File: src/rtl/pwm_pkg.sv
package pwm_pkg;
  localparam int DATA_W    = 16;
  localparam int ADDR_W    = 16;
  localparam int CS_W      = 3;
  localparam int NUM_RATES = 5;
  localparam int WIN_BITS  = 4;

  typedef enum logic [1:0] {
    SEL_RATE  = 2'd0,
    SEL_LIMIT = 2'd1,
    SEL_THR   = 2'd2,
    SEL_NONE  = 2'd3
  } reg_sel_e;
endpackage

File: src/rtl/pwm_rst_sync.sv
module pwm_rst_sync #(
  parameter int STAGES = 2
) (
  input  logic clk,
  input  logic rst_n_in,
  output logic rst_n_out
);
  logic [STAGES-1:0] sync_q;
  logic [STAGES-1:0] sync_d;

  always_comb begin
    sync_d = {sync_q[STAGES-2:0], 1'b1};
  end

  always_ff @(posedge clk or negedge rst_n_in) begin
    if (!rst_n_in) sync_q <= '0;
    else           sync_q <= sync_d;
  end

  assign rst_n_out = sync_q[STAGES-1];
endmodule

File: src/rtl/pwm_regs.sv
module pwm_regs
  import pwm_pkg::*;
#(
  parameter int DW  = DATA_W,
  parameter int AW  = ADDR_W,
  parameter int CSW = CS_W,
  parameter int WB  = WIN_BITS,
  parameter logic [AW-1:0] BASE = AW'(16400)
) (
  input  logic           clk,
  input  logic           rst_n,
  input  logic [AW-1:0]  addr,
  input  logic           wr_en,
  input  logic [DW-1:0]  wr_data,
  input  logic           rd_en,
  output logic [DW-1:0]  rd_data,
  output logic [CSW-1:0] rate_q,
  output logic [DW-1:0]  limit_q,
  output logic [DW-1:0]  thr_q
);
  localparam int TAG_W = AW - WB;
  localparam logic [TAG_W-1:0] BASE_TAG = BASE[AW-1:WB];

  reg_sel_e       sel;
  logic [CSW-1:0] rate_d;
  logic [DW-1:0]  limit_d;
  logic [DW-1:0]  thr_d;
  logic [DW-1:0]  rd_d;

  always_comb begin
    sel = SEL_NONE;
    if (addr[AW-1:WB] == BASE_TAG) begin
      case (addr[WB-1:0])
        WB'(0):  sel = SEL_RATE;
        WB'(1):  sel = SEL_LIMIT;
        WB'(2):  sel = SEL_THR;
        default: sel = SEL_NONE;
      endcase
    end
  end

  always_comb begin
    rate_d  = rate_q;
    limit_d = limit_q;
    thr_d   = thr_q;
    if (wr_en) begin
      case (sel)
        SEL_RATE:  rate_d  = wr_data[CSW-1:0];
        SEL_LIMIT: limit_d = wr_data;
        SEL_THR:   thr_d   = wr_data;
        default:   ;
      endcase
    end
  end

  always_comb begin
    rd_d = '0;
    if (rd_en) begin
      case (sel)
        SEL_RATE:  rd_d = {{(DW-CSW){1'b0}}, rate_q};
        SEL_LIMIT: rd_d = limit_q;
        SEL_THR:   rd_d = thr_q;
        default:   rd_d = '0;
      endcase
    end
  end

  always_ff @(posedge clk or negedge rst_n) begin
    if (!rst_n) begin
      rate_q  <= '0;
      limit_q <= '0;
      thr_q   <= '0;
      rd_data <= '0;
    end else begin
      rate_q  <= rate_d;
      limit_q <= limit_d;
      thr_q   <= thr_d;
      rd_data <= rd_d;
    end
  end
endmodule

File: src/rtl/pwm_rate_sel.sv
module pwm_rate_sel #(
  parameter int CSW   = 3,
  parameter int RATES = 5
) (
  input  logic [RATES-1:0] rate_en,
  input  logic [CSW-1:0]   code,
  output logic             tick
);
  logic [RATES-1:0] pick;

  for (genvar i = 0; i < RATES; i++) begin : g_rate
    assign pick[i] = rate_en[i] & (code == CSW'(i));
  end

  assign tick = |pick;
endmodule

File: src/rtl/pwm_core.sv
module pwm_core #(
  parameter int DW = 16
) (
  input  logic          clk,
  input  logic          rst_n,
  input  logic          tick,
  input  logic [DW-1:0] limit,
  input  logic [DW-1:0] thr,
  output logic [DW-1:0] cnt_q,
  output logic          pwm
);
  logic [DW-1:0] cnt_d;

  always_comb begin
    cnt_d = cnt_q;
    if (tick) begin
      if (cnt_q >= limit) cnt_d = '0;
      else                cnt_d = cnt_q + DW'(1);
    end
  end

  always_ff @(posedge clk or negedge rst_n) begin
    if (!rst_n) cnt_q <= '0;
    else        cnt_q <= cnt_d;
  end

  assign pwm = (cnt_q < thr);
endmodule

File: src/rtl/pwm_mmio.sv
module pwm_mmio
  import pwm_pkg::*;
#(
  parameter int BASE_ADDR = 16400
) (
  input  logic                 clk,
  input  logic                 rst_n,
  input  logic [ADDR_W-1:0]    bus_addr,
  input  logic                 bus_wr,
  input  logic [DATA_W-1:0]    bus_wdata,
  input  logic                 bus_rd,
  output logic [DATA_W-1:0]    bus_rdata,
  input  logic [NUM_RATES-1:0] rate_en,
  output logic                 pwm_out
);
  localparam logic [ADDR_W-1:0] BASE = ADDR_W'(BASE_ADDR);

  logic              rst_sync_n;
  logic [CS_W-1:0]   rate_code;
  logic [DATA_W-1:0] limit_val;
  logic [DATA_W-1:0] thr_val;
  logic [DATA_W-1:0] cnt_val;
  logic              tick;

  pwm_rst_sync #(.STAGES(2)) u_rst (
    .clk       (clk),
    .rst_n_in  (rst_n),
    .rst_n_out (rst_sync_n)
  );

  pwm_regs #(
    .DW(DATA_W), .AW(ADDR_W), .CSW(CS_W), .WB(WIN_BITS), .BASE(BASE)
  ) u_regs (
    .clk     (clk),
    .rst_n   (rst_sync_n),
    .addr    (bus_addr),
    .wr_en   (bus_wr),
    .wr_data (bus_wdata),
    .rd_en   (bus_rd),
    .rd_data (bus_rdata),
    .rate_q  (rate_code),
    .limit_q (limit_val),
    .thr_q   (thr_val)
  );

  pwm_rate_sel #(.CSW(CS_W), .RATES(NUM_RATES)) u_sel (
    .rate_en (rate_en),
    .code    (rate_code),
    .tick    (tick)
  );

  pwm_core #(.DW(DATA_W)) u_core (
    .clk   (clk),
    .rst_n (rst_sync_n),
    .tick  (tick),
    .limit (limit_val),
    .thr   (thr_val),
    .cnt_q (cnt_val),
    .pwm   (pwm_out)
  );
endmodule

File: config.mk
export PLATFORM = sky130hd
export DESIGN_NAME = pwm_mmio
export DESIGN_NICKNAME = d
export VERILOG_FILES = /design/src/rtl/pwm_pkg.sv /design/src/rtl/pwm_rst_sync.sv /design/src/rtl/pwm_regs.sv /design/src/rtl/pwm_rate_sel.sv /design/src/rtl/pwm_core.sv /design/src/rtl/pwm_mmio.sv
export SDC_FILE = /design/constraint.sdc
export NUM_CORES = 1
export LEC_CHECK = 0
export BUFFER_PORTS_ARGS = -buffer_cell sky130_fd_sc_hd__clkbuf_2
export CORE_MARGIN = 2
export CORE_UTILIZATION = 52
export CTS_CLUSTER_SIZE = 16
export DETAILED_ROUTE_END_ITERATION = 8
export PLACE_DENSITY = 0.82
export SETUP_SLACK_MARGIN = 0.2
export SLEW_MARGIN = 5
export SYNTH_ARGS = -nofsm -noshare
export SYNTH_HDL_FRONTEND = slang
export SYNTH_HIERARCHICAL = 1
export SYNTH_SLANG_ARGS = --single-unit
File: constraint.sdc
create_clock -name clk -period 2.2 [get_ports clk]
set_input_delay 0.22 -clock clk [delete_from_list [all_inputs] [get_ports clk]]
set_output_delay 0.22 -clock clk [all_outputs]
set_load 0.005 [all_outputs]
Word-level counts from Yosys, hierarchy flattened
Cells that the tools add are included.

operators by class
  shift-type cells = 0
  bitwise logic cells = 5
  $add $sub $neg = 1
  multiply operators = 0
  divide/modulo/power cells = 0
  multiplexer cells = 5
  order comparisons = 2
  reduce and logical (&&, ||, !) cells = 7
  equal/unequal tests = 9

operators by type and width
  cell                   count
  $pmux 16 s3            1
  $mux 16                2
  $add 16x1->16 const B  1
  $ge 16x16->1           1
  $lt 16x16->1           1
  $eq 12x11->1 const B   1
  $eq 3x2->1 const B     2
  $pmux 2 s3             1
  $reduce_and 2->1       3
  $and 1x1->1            5
  $reduce_or 5->1        1
  $eq 4x1->1 const B     1
  $eq 4x2->1 const B     1
  $logic_not 4->1        1
  $eq 3x1->1 const B     1
  $eq 3x3->1 const B     1
  $logic_not 3->1        1
  $eq 2x1->1 const B     1
  $eq 2x2->1 const B     1
  $logic_not 2->1        1
  $mux 2                 1

word-level totals
  memory bits (writable) = 0
  flip-flop bits (word level) = 69
  bits of input ports = 41
  memories kept = 0
  memory bits (read-only) = 0
  logic and storage cells = 35
  bits in latches = 0
  output and inout port bits = 17

Logic depth before layout (Yosys ltp)
  depth after elaboration = 6
  mapped depth = 9
  gate-level depth less buffers = 8

By module
Netlist, hierarchy kept.

modules (own cells, without submodules)
  module        cells each  area each (sq um)  times used
  pwm_regs      149         2145.8             1
  pwm_core      189         1620.3             1
  pwm_rate_sel  6           53.8               1
  pwm_rst_sync  3           53.8               1

Worst setup path before layout
Ideal clock, no wire load.

  kind = input port to flip-flop
  start point = in bus_addr[13]
  end point = reg u_regs.thr_q[10]
  stages on the path = 6
  path slack = -0.110 ns
  arrival = 2.185 ns
  data required time = 2.075 ns
  cells stage by stage = or4_4 or4_1 or3_1 buf_6 buf_12 mux2_4

between the ends
  longest elaborated chain between the ends = 4

RTL lines
  element                            line            text
  start: declaration                 pwm_mmio.sv:8   input logic [ADDR_W-1:0] bus_addr,
  $eq 12x11->1                       pwm_regs.sv:32  if (addr[AW-1:WB] == BASE_TAG) begin
  $mux 2                             pwm_regs.sv:32
  $eq 2x2->1                         pwm_regs.sv:47  case (sel)
  $reduce_and 2->1 (no source line)  n/a
  end signal: assignment             pwm_regs.sv:77  thr_q <= thr_d;
  end: declaration                   pwm_regs.sv:19  output logic [DW-1:0] thr_q

Every way passes these cells.
A chain may end at the register's enable or synchronous reset.

Final worst setup path
  start point = reg u_regs.thr_q[5]
  end point = out pwm_out

between the ends
  longest elaborated chain between the ends = 1

RTL lines
  element           line            text
  $lt 16x16->1      pwm_core.sv:27  assign pwm = (cnt_q < thr);
  end: declaration  pwm_mmio.sv:14  output logic pwm_out

Every way passes these cells.

==> impl_metrics.toml <==
[status]
outcome = "finished with violations"
violations = "negative setup slack"

[die]
start_util_pct = 53.7
rows = 31
die_h_um = 90.3
fp.dieW_um = 90.3
core_um2 = 7210
io_pins = 58
dieArea_um2 = 8160

[clock_network]
cts.clk_slew.worst_paths_ns = 0.07
cts_buffers = 9
insertion_delay_ns = 0.35
cts_max_level = 3
cts_tree = "done"
clock-sinks = 69
clockBufferDepth = 2
root_buffer = "clkbuf_8"

[synthesis]
synth.avg_cell_area_um2 = 11.2
async_reset_ff_share_pct = 100
ys_seq_elements = 69
synth_fp_nets = 420
synth.top_cell.area_share_pct = 44.6
yosysSeqAreaShare_pct = 44.6
syn_inst = 347
ys_warn_count = 6
synth_area_leaders = "dfrtp_1, ha_1, mux2_2"
synthFlopType = "dfrtp_1"
synth-edff-count = 0
synth_cell_type_count = 52
synth_top_cell_by_area = "dfrtp_1"
syn_area_um2 = 3870

[global_route]
antenna_found_initial = 0
grt_pass1_vias = 3041
grt_max_degree = 68
track_usage_pct = 22.9
grt_pass1_wl_um = 14700
globalRouteOverflowTotal = 0

[timing]
skew_ns = 0.00875
worst_slew_pin_slew_ns = 0.822
fin_hold_ws_ns = 0.115
finalMaxSlewViolations = 0
setup_tns_ns = -0.0733
hold_viol = 0
setup_viol = 3
rsz0062_at_grt = "true"
fmax_mhz = 443
setup_ws_ns = -0.0587
layout_min_cycle_time_ns = 2.26
post-route-period-util_pct = 103
relSlewSlack_pct = 45.2

[final_layout]
fill_cells = 485
antenna_cells = 0
nets = 516
final_core_util_pct = 68.5
area_delta_synth_final_pct = 27.6
drive_gt1_share_pct = 43.2
layout.cells.non_filler = 546
fin_area_um2 = 4940

[setup_path]
crit_path_end = "pwm_out"
startpoint = "u_regs/thr_q[5]"
reg2reg_to = "u_core/cnt_q[10]"
cp_max_fo = 2
crit_type = "reg -> out"
reg2reg_from = "u_core/cnt_q[15]"
endpoint_kind = "primary output"
timing.reg2reg.setup_slack_ns = -0.01
r2r_cells = 8
cp-start-kind = "flip-flop"
worst_ep_arrival_time_ns = 2.04
crit_required_ns = 1.98

[drt]
top_layer = "met4"
drt-total-wl_um = 10300
ant_nets = 0
wl_met1_um = 4180
avgViaCountPerCell = 5.80
wl_met3_um = 612
remaining_drc_errors = 0
first_pass_iters = 7
vias = 3166
drt_iter0_drc = 249
wl_per_cell_um = 18.9
dr_wl_met2_um = 5250

[place]
port_buffers = 57
hpwlAfterDp_um = 6200
gp_congestion = 0.821
postPlaceCellArea_um2 = 4390
dp_slack_ns = -0.131
dp_cells = 513

[power_and_ir_drop]
vdd_drop_max_v = 0.000260
cellLeakagePower_nw = 2.37
p_per_area_nw_per_um2 = 478
total_power_mw = 2.36

[job]
max_cap_viol_count = 0

[worst_hold_path]
worstHoldPathType = "in -> reg"
[kinds of logic (layout without fill, tap and decap cells)]
kind of cell	after synthesis	after routing	synth area share, %
AO/OA/AOI/OAI	52	52	10.3
flip-flops	69	69	44.6
buffers and inverters	48	148	5.59
XOR/XNOR	13	13	2.94
other	1	1	0.0968
AND/OR/NAND/NOR	93	93	13.9
adder cells (fa/ha/maj)	32	32	10.3
multiplexers	39	39	12.3
[cells in the final DEF (no fill, tap or decap), types with 3 or more instances in the layout]
cell type and instances:
a211oi_2 3, a21o_1 8, a21oi_1 7, a22oi_1 13
and3_1 3, buf_12 3, buf_4 32, clkbuf_2 57
clkbuf_8 12, dfrtp_1 64, dfrtp_2 5, ha_1 26
ha_4 6, inv_1 34, inv_2 5, mux2_2 24
mux2_4 11, mux2i_1 3, nand2_1 14, nand3_1 4
nand4_1 10, nor2_1 13, nor2_4 14, nor2b_1 15
nor3_1 5, o21ai_1 3, xnor2_1 8, xor2_1 5
[critical path: stages, from the launching register on]
cell and delay, ns:
dfrtp_1 0.42, inv_2 0.08, ha_4 0.20, a21o_1 0.15
a21o_1 0.16, a21oi_2 0.16, a211oi_1 0.11, a211oi_2 0.25
clkbuf_2 0.16
[state kept, by name, indices dropped and copies added, names as in the netlist]
signal          cells
u_core/cnt_q       16
u_regs/thr_q       16
u_rst/sync_q        2
u_regs/rate_q       3
u_regs/rd_data     16
u_regs/limit_q     16
[worst min-delay path by stage]
stage | endpoint | from | cells after the start
global route | u_regs/limit_q[15] | bus_wdata[15] | 2
floorplan | u_rst/sync_q[0] | rst_n | 0
finish | u_regs/limit_q[4] | bus_wdata[4] | 2
CTS | u_regs/limit_q[4] | bus_wdata[4] | 2
detailed placement | u_rst/sync_q[0] | rst_n | 1
global placement | u_rst/sync_q[0] | rst_n | 1
[Yosys cell counts, types with 2 or more instances]
cell type  count
or3_1          2
nor2_1        17
mux2i_1        3
nor3_1         6
a21o_1         8
or4_4          2
nand3_1        4
a21oi_1        9
mux2_4        11
mux2_2        24
nand4_1       10
ha_1          32
nor2_2         9
inv_1         39
xnor2_1        8
nor2b_1       15
o211ai_1       2
o2111ai_1      2
dfrtp_1       69
buf_6          2
and3_1         3
clkbuf_1       4
nand2_1       14
xor2_1         5
a211oi_1       5
a22oi_1       13
o311ai_1       2
o21ai_0        3
[cell type report]
| cell class | instances | area, µm² | share of cell area, % |
|---|---|---|---|
| inverters | 39 | 146 | 2.96 |
| multi-input cells | 230 | 2140 | 43.3 |
| well taps | 99 | 124 | 2.51 |
| clock inverters | 1 | 5.00 | 0.101 |
| clock buffers | 14 | 173 | 3.49 |
| repair buffers | 94 | 621 | 12.6 |
| flip-flops and latches | 69 | 1730 | 35.1 |
[where the power goes]
group | leakage, nW | switching (mW) | internal [mW]
Combinational | 1.33 | 0.0733 | 0.0575
Clock | 0.0926 | 0.465 | 0.495
Sequential | 0.952 | 0.000932 | 1.27
[metal layers]
metal  global-route usage (%)  vias to the layer above
li1                         -                     1408
met1                     29.2                     1580
met2                     37.8                      145
met3                     5.26                       33
met4                     8.97                        0
met5                        0                        -
[timing repair]
action                                  4_1_cts  5_1_grt
pin swaps                                    11       27
endpoints found under the setup margin       15       16
gates cloned                                  0        1
hold buffers                                  1        0
endpoints found under the hold margin         2        0
gates resized for setup                      13       33
setup buffers                                 8        8
Note: power is estimated with default switching activity, not from simulation.
